==> src/rtl/spi_si_pkg.sv <==
package spi_si_pkg;

  // register addresses
  localparam int unsigned ADR_CTRL = 0;
  localparam int unsigned ADR_STAT = 1;
  localparam int unsigned ADR_DATA = 2;

  // flags cleared by the two-step sequence
  localparam int unsigned NUM_CLR_FLAGS = 3;
  localparam int unsigned FI_RXF = 0;
  localparam int unsigned FI_OVF = 1;
  localparam int unsigned FI_MDF = 2;

  // control register, LSB is rx_ie
  typedef struct packed {
    logic master;
    logic mf_en;
    logic err_ie;
    logic tx_ie;
    logic rx_ie;
  } ctrl_t;

  localparam int unsigned CTRL_W = $bits(ctrl_t);

endpackage

==> src/rtl/spi_si_access.sv <==
module spi_si_access
  import spi_si_pkg::*;
#(
  parameter int unsigned ADDR_W = 2
) (
  input  logic                     clk,
  input  logic                     rst_n,
  input  logic                     bus_rd,
  input  logic                     bus_wr,
  input  logic [ADDR_W-1:0]        bus_addr,
  input  logic [NUM_CLR_FLAGS-1:0] flags,
  output logic                     stat_rd,
  output logic                     data_rd,
  output logic                     data_wr,
  output logic                     ctrl_rd,
  output logic                     ctrl_wr,
  output logic [NUM_CLR_FLAGS-1:0] clr_req
);

  logic                     any_acc;
  logic [NUM_CLR_FLAGS-1:0] complete;
  logic [NUM_CLR_FLAGS-1:0] arm_q;
  logic [NUM_CLR_FLAGS-1:0] arm_d;

  always_comb begin
    stat_rd = bus_rd && (bus_addr == ADDR_W'(ADR_STAT));
    data_rd = bus_rd && (bus_addr == ADDR_W'(ADR_DATA));
    ctrl_rd = bus_rd && (bus_addr == ADDR_W'(ADR_CTRL));
    data_wr = bus_wr && (bus_addr == ADDR_W'(ADR_DATA));
    ctrl_wr = bus_wr && (bus_addr == ADDR_W'(ADR_CTRL));
    any_acc = bus_rd || bus_wr;
  end

  always_comb begin
    complete         = '0;
    complete[FI_RXF] = data_rd;
    complete[FI_OVF] = data_rd;
    complete[FI_MDF] = ctrl_wr;
  end

  for (genvar g = 0; g < NUM_CLR_FLAGS; g++) begin : g_arm
    always_comb begin
      arm_d[g] = arm_q[g];
      if (stat_rd) begin
        arm_d[g] = flags[g];
      end else if (any_acc) begin
        arm_d[g] = 1'b0;
      end
      clr_req[g] = arm_q[g] && complete[g];
    end
  end

  always_ff @(posedge clk or negedge rst_n) begin
    if (!rst_n) begin
      arm_q <= '0;
    end else begin
      arm_q <= arm_d;
    end
  end

endmodule

==> src/rtl/spi_si_rx.sv <==
module spi_si_rx #(
  parameter int unsigned DATA_W = 8
) (
  input  logic              clk,
  input  logic              rst_n,
  input  logic              rx_done,
  input  logic [DATA_W-1:0] rx_byte,
  input  logic              clr_rxf,
  input  logic              clr_ovf,
  output logic              rxf,
  output logic              ovf,
  output logic [DATA_W-1:0] rx_data
);

  logic full_eff;
  logic load;
  logic ov_set;
  logic rxf_d;
  logic ovf_d;

  always_comb begin
    full_eff = rxf && !clr_rxf;
    load     = rx_done && !full_eff;
    ov_set   = rx_done && full_eff;
    rxf_d    = load || full_eff;
    ovf_d    = ov_set || (ovf && !clr_ovf);
  end

  always_ff @(posedge clk or negedge rst_n) begin
    if (!rst_n) begin
      rxf <= 1'b0;
      ovf <= 1'b0;
    end else begin
      rxf <= rxf_d;
      ovf <= ovf_d;
    end
  end

  always_ff @(posedge clk or negedge rst_n) begin
    if (!rst_n) begin
      rx_data <= '0;
    end else if (load) begin
      rx_data <= rx_byte;
    end
  end

endmodule

==> src/rtl/spi_si_fault.sv <==
module spi_si_fault (
  input  logic clk,
  input  logic rst_n,
  input  logic ss_in,
  input  logic xfer_active,
  input  logic master,
  input  logic mf_en,
  input  logic clr_mdf,
  output logic mdf
);

  logic ss_q;
  logic trig_master;
  logic trig_slave;
  logic mdf_d;

  always_comb begin
    trig_master = master && !ss_in;
    trig_slave  = !master && xfer_active && ss_in && !ss_q;
    mdf_d       = (mf_en && (trig_master || trig_slave)) || (mdf && !clr_mdf);
  end

  always_ff @(posedge clk or negedge rst_n) begin
    if (!rst_n) begin
      ss_q <= 1'b1;
      mdf  <= 1'b0;
    end else begin
      ss_q <= ss_in;
      mdf  <= mdf_d;
    end
  end

endmodule

==> src/rtl/spi_stat_irq.sv <==
module spi_stat_irq
  import spi_si_pkg::*;
#(
  parameter int unsigned DATA_W      = 8,
  parameter int unsigned ADDR_W      = 2,
  parameter int unsigned SYNC_STAGES = 2
) (
  input  logic              clk,
  input  logic              rst_n,
  input  logic              bus_rd,
  input  logic              bus_wr,
  input  logic [ADDR_W-1:0] bus_addr,
  input  logic [DATA_W-1:0] bus_wdata,
  output logic [DATA_W-1:0] bus_rdata,
  input  logic              rx_done,
  input  logic [DATA_W-1:0] rx_byte,
  input  logic              tx_load,
  output logic [DATA_W-1:0] tx_hold,
  input  logic              ss_in,
  input  logic              xfer_active,
  output logic              irq_rx,
  output logic              irq_tx,
  output logic              irq_err
);

  localparam int unsigned STAT_PAD = DATA_W - 4;
  localparam int unsigned CTRL_PAD = DATA_W - CTRL_W;

  logic [SYNC_STAGES-1:0]   sync_q;
  logic                     rst_sync_n;
  logic                     stat_rd;
  logic                     data_rd;
  logic                     data_wr;
  logic                     ctrl_rd;
  logic                     ctrl_wr;
  logic [NUM_CLR_FLAGS-1:0] flags;
  logic [NUM_CLR_FLAGS-1:0] clr_req;
  logic                     rxf;
  logic                     ovf;
  logic                     mdf;
  logic [DATA_W-1:0]        rx_data;
  logic                     txe_q;
  logic                     txe_d;
  ctrl_t                    ctrl_q;
  logic                     ie_err;
  logic                     mf_en;

  // reset: asserted at once, released after SYNC_STAGES edges
  always_ff @(posedge clk or negedge rst_n) begin
    if (!rst_n) begin
      sync_q <= '0;
    end else begin
      sync_q <= {sync_q[SYNC_STAGES-2:0], 1'b1};
    end
  end
  assign rst_sync_n = sync_q[SYNC_STAGES-1];

  always_comb begin
    flags         = '0;
    flags[FI_RXF] = rxf;
    flags[FI_OVF] = ovf;
    flags[FI_MDF] = mdf;
  end

  spi_si_access #(.ADDR_W(ADDR_W)) u_access (
    .clk      (clk),
    .rst_n    (rst_sync_n),
    .bus_rd   (bus_rd),
    .bus_wr   (bus_wr),
    .bus_addr (bus_addr),
    .flags    (flags),
    .stat_rd  (stat_rd),
    .data_rd  (data_rd),
    .data_wr  (data_wr),
    .ctrl_rd  (ctrl_rd),
    .ctrl_wr  (ctrl_wr),
    .clr_req  (clr_req)
  );

  spi_si_rx #(.DATA_W(DATA_W)) u_rx (
    .clk     (clk),
    .rst_n   (rst_sync_n),
    .rx_done (rx_done),
    .rx_byte (rx_byte),
    .clr_rxf (clr_req[FI_RXF]),
    .clr_ovf (clr_req[FI_OVF]),
    .rxf     (rxf),
    .ovf     (ovf),
    .rx_data (rx_data)
  );

  spi_si_fault u_fault (
    .clk         (clk),
    .rst_n       (rst_sync_n),
    .ss_in       (ss_in),
    .xfer_active (xfer_active),
    .master      (ctrl_q.master),
    .mf_en       (ctrl_q.mf_en),
    .clr_mdf     (clr_req[FI_MDF]),
    .mdf         (mdf)
  );

  // control register
  always_ff @(posedge clk or negedge rst_sync_n) begin
    if (!rst_sync_n) begin
      ctrl_q <= '0;
    end else if (ctrl_wr) begin
      ctrl_q <= ctrl_t'(bus_wdata[CTRL_W-1:0]);
    end
  end

  // transmit-empty flag, load pulse wins over the emptying write
  always_comb begin
    txe_d = tx_load || (txe_q && !data_wr);
  end

  always_ff @(posedge clk or negedge rst_sync_n) begin
    if (!rst_sync_n) begin
      txe_q <= 1'b1;
    end else begin
      txe_q <= txe_d;
    end
  end

  always_ff @(posedge clk or negedge rst_sync_n) begin
    if (!rst_sync_n) begin
      tx_hold <= '0;
    end else if (data_wr) begin
      tx_hold <= bus_wdata;
    end
  end

  // read mux
  always_comb begin
    bus_rdata = '0;
    if (ctrl_rd) begin
      bus_rdata = {{CTRL_PAD{1'b0}}, ctrl_q};
    end else if (stat_rd) begin
      bus_rdata = {{STAT_PAD{1'b0}}, txe_q, mdf, ovf, rxf};
    end else if (data_rd) begin
      bus_rdata = rx_data;
    end
  end

  assign ie_err  = ctrl_q.err_ie;
  assign mf_en   = ctrl_q.mf_en;
  assign irq_rx  = rxf && ctrl_q.rx_ie;
  assign irq_tx  = txe_q && ctrl_q.tx_ie;
  assign irq_err = (ovf || mdf) && ie_err;

endmodule

==> config.mk <==
export PLATFORM = sky130hd
export DESIGN_NAME = spi_stat_irq
export DESIGN_NICKNAME = d
export VERILOG_FILES = /design/src/rtl/spi_si_pkg.sv /design/src/rtl/spi_si_access.sv /design/src/rtl/spi_si_rx.sv /design/src/rtl/spi_si_fault.sv /design/src/rtl/spi_stat_irq.sv
export SDC_FILE = /design/constraint.sdc
export NUM_CORES = 1
export LEC_CHECK = 0
export ABC_AREA = 1
export BUFFER_PORTS_ARGS = -buffer_cell sky130_fd_sc_hd__clkbuf_2
export CAP_MARGIN = 20
export CORE_AREA = 2 2 70 72
export DETAILED_ROUTE_END_ITERATION = 16
export DIE_AREA = 0 0 72 74
export SYNTH_ARGS = -nofsm -noshare
export SYNTH_HDL_FRONTEND = slang
export SYNTH_SLANG_ARGS = --single-unit
==> constraint.sdc <==
create_clock -name clk -period 1.86 [get_ports clk]
set_clock_uncertainty 0.05 [all_clocks]
set_input_delay 0.186 -clock clk [delete_from_list [all_inputs] [get_ports clk]]
set_output_delay 0.186 -clock clk [all_outputs]
set_load 0.03 [all_outputs]
==> impl_metrics.csv <==
group,metric,value,unit
status,status,"complete, no violations",
sta,maxSlewViolCount,0,
worst_setup_path,crit_type,"register to primary output",
worst_setup_path,path_buf_inv,1,
global_routing,grtUsageTotal,13.2,%
layout,layout.area.seq,778,sq um
layout,multi_input_area,435,sq um
die,die_area,5330,sq um
placed_design,pre_cts_slack,0.411,ns
logic_synthesis,synth_top_area_share,55.1,%
logic_synthesis,netlist_top_cells_area,"dfrtp_1, nand2_1, o21ai_0",
min_path,hp-class,"primary input to register",
logic_synthesis,synthAdderAreaFrac,0,%
logic_synthesis,synth_area_leader_cell,"dfrtp_1",
global_routing,antenna_found_initial,0,
sta,fmax,0.704,GHz
sta,min_period_over_period,76.4,%
route,viasPerCell,4.24,
logic_synthesis,synth-compound-area-share,8.74,%
sta,min_period,1.42,ns
global_routing,busiest_layer,"met2",
logic_synthesis,avgSynthCellArea,8.50,sq um
die,die_h,74,um
placed_design,gp_congestion,0.843,
route,ant_nets,0,
logic_synthesis,ys.warnings.count,0,
worst_setup_path,slowest_delay,0.55,ns
layout,nFillCells,493,
route,wl,3010,um
layout,num-nets-final,233,
logic_synthesis,syn_area,1320,sq um
global_routing,grt_pass1_wl,5200,um
layout,syn_to_final_growth,30.8,%
global_routing,grtUsageMet1,17.0,%
die,std_cell_rows,25,
power_and_ir_drop,ir_drop,0.353,mV
route,wl_per_cell,11.5,um
clock_network,cts-root-buf,"clkbuf_8",
worst_setup_path,path_cells,"nand2_1 > nand3_1 > clkbuf_2",
route,drc_errors,0,
clock_network,numCtsBuffers,5,
clock_network,clk_latency,0.28,ns
logic_synthesis,synthCells,155,
logic_synthesis,synth_mux_area_share,0,%
route,vias,1112,
layout,antenna_cells,0,
clock_network,htreeDepth,2,
die,dieWidth,72,um
sta,finalSetupViolCount,0,
worst_setup_path,arrival,1.19,ns
global_routing,grt_pass1_vias,1143,
worst_setup_path,crit_slowest_cell,"dfstp_2",
die,ios,45,
placed_design,post-dp-hpwl,2310,um
logic_synthesis,synth_cell_types,17,
global_routing,grt_overflow,0,
clock_network,cts_setup_buffers,0,
layout,layout-drive-gt1-share,27.9,%
sta,finalHoldViolCount,0,
worst_setup_path,cp_max_fo,3,
clock_network,cts.clk_slew.worst_paths,0.06,ns
logic_synthesis,syn_nets,181,
sta,finalWorstSetupSlack,0.439,ns
clock_network,cts_tree,"yes",
logic_synthesis,synth-seq-cells,31,
logic_synthesis,yosys.area_share.xor_xnor,0,%
flow_run,cap_violations,0,
logic_synthesis,synth-simple-area-share,24.0,%
logic_synthesis,yosysSeqAreaShare,59.1,%
global_routing,grt_use_met2,19.7,%
worst_setup_path,rrSetupSlack,0.82,ns
worst_setup_path,worstSetupEndpointType,"primary output",
clock_network,cts_buffer_depth,2,
sta,setup-tns-final,0,ns
power_and_ir_drop,powerDensity,1040,nW/um^2
clock_network,cts_sinks,31,
route,drt_iter0_drc,64,
logic_synthesis,synth_top_family_by_area,"simple AND/OR/NAND/NOR gates",
power_and_ir_drop,p_leak,0.950,nW
worst_setup_path,cp.required,1.62,ns
worst_setup_path,critical_path.top_delay_family,"flip-flops",
worst_setup_path,critical_path.startpoint_type,"register",
die,placeableCoreArea,4600,sq um
route,first_pass_iters,4,
global_routing,use_met3,4.61,%
die,initial_core_util,28.7,%
sta,rsz0062_at_grt,"false",
global_routing,grt_max_degree,30,
placed_design,port_buffers,44,
[stage by stage]
step / area, sq um / cells / hold slack [ns] / power [mW] / util [%]
2_1_floorplan: 1320 / 155 / -0.160 / 1.11 / -
3_3_place_gp: 1600 / 252 / -0.0763 / 1.24 / 34.9
3_5_place_dp: 1600 / 252 / -0.0765 / 1.24 / 34.9
4_1_cts: 1720 / 262 / 0.0350 / 1.84 / 37.5
5_1_grt: 1720 / 262 / 0.0600 / 1.92 / 37.5
6_report: 1720 / 262 / 0.0462 / 1.80 / 37.5
[cells in the mapped netlist]
cell type  instances
nand2_1           51
dfrtp_1           29
inv_1             21
o21ai_0           20
nand3_1           14
nor2_1             6
buf_2              2
dfstp_2            2
nor3_1             2
a21o_1             1
buf_6              1
clkbuf_1           1
conb_1             1
nand3_2            1
nand4_1            1
o21a_1             1
or2_2              1
[where the power goes]
group	switching [mW]	internal [mW]	leakage (nW)
Clock	0.236	0.337	0.0515
Combinational	0.244	0.121	0.524
Sequential	0.0687	0.792	0.375
[cells by family after synthesis]
group                  count (synthesis)
buffers and inverters                 25
other                                  1
AOI/OAI and AO/OA                     22
and+or+nand+nor                       76
DFF                                   31
[per-layer routing]
layer  up-vias  wire [um]
li1        588          -
met1       491       1390
met2        27       1370
met3         6        179
met4         0         72
met5         -          0
[repair_timing]
| action | 4_1_cts | 5_1_grt |
|---|---|---|
| hold buffers | 2 | 0 |
| endpoints found under the hold margin | 3 | 0 |
| resized for setup | 0 | 0 |
[final cells by class]
class	instances	share of cell area (%)
clock buffers	8	5.81
inverters	21	4.58
multi-input cells	99	25.3
flip-flops and latches	31	45.2
well taps	54	3.92
repair buffers	49	15.3
[flip-flops by register name (all words and copies together) (netlist names)]
signal,cells
txe_q,1
mf_en,1
u_fault.mdf,1
tx_hold,8
sync_q,2
u_rx.rxf,1
ie_err,1
u_fault.ss_q,1
u_rx.ovf,1
ctrl_q,3
u_rx.rx_data,8
u_access.arm_q,3
[worst paths after layout]
check                             startpoint               to  cells after the start
min                                  tx_load            txe_q                      2
max                                    txe_q     bus_rdata[3]                      3
min reg2reg                        sync_q[1]  u_rx.rx_data[7]                      1
min in group asynchronous              rst_n        sync_q[1]                      2
max in group asynchronous          sync_q[1]            txe_q                      1
max reg2reg                u_access.arm_q[0]  u_rx.rx_data[3]                      5
[layout by cell type, fill, tap and decap left out, drive strengths merged]
cell	netlist	layout
o21a	1	1
nand3	15	15
o21ai	20	20
nor2	6	6
inv	21	21
conb	1	1
or2	1	1
dlygate4sd3	0	2
buf	3	3
a21o	1	1
nand2	51	51
dfstp	2	2
clkbuf	1	52
nor3	2	2
nand4	1	1
dfrtp	29	29
Note: power is estimated with default switching activity, not from simulation.
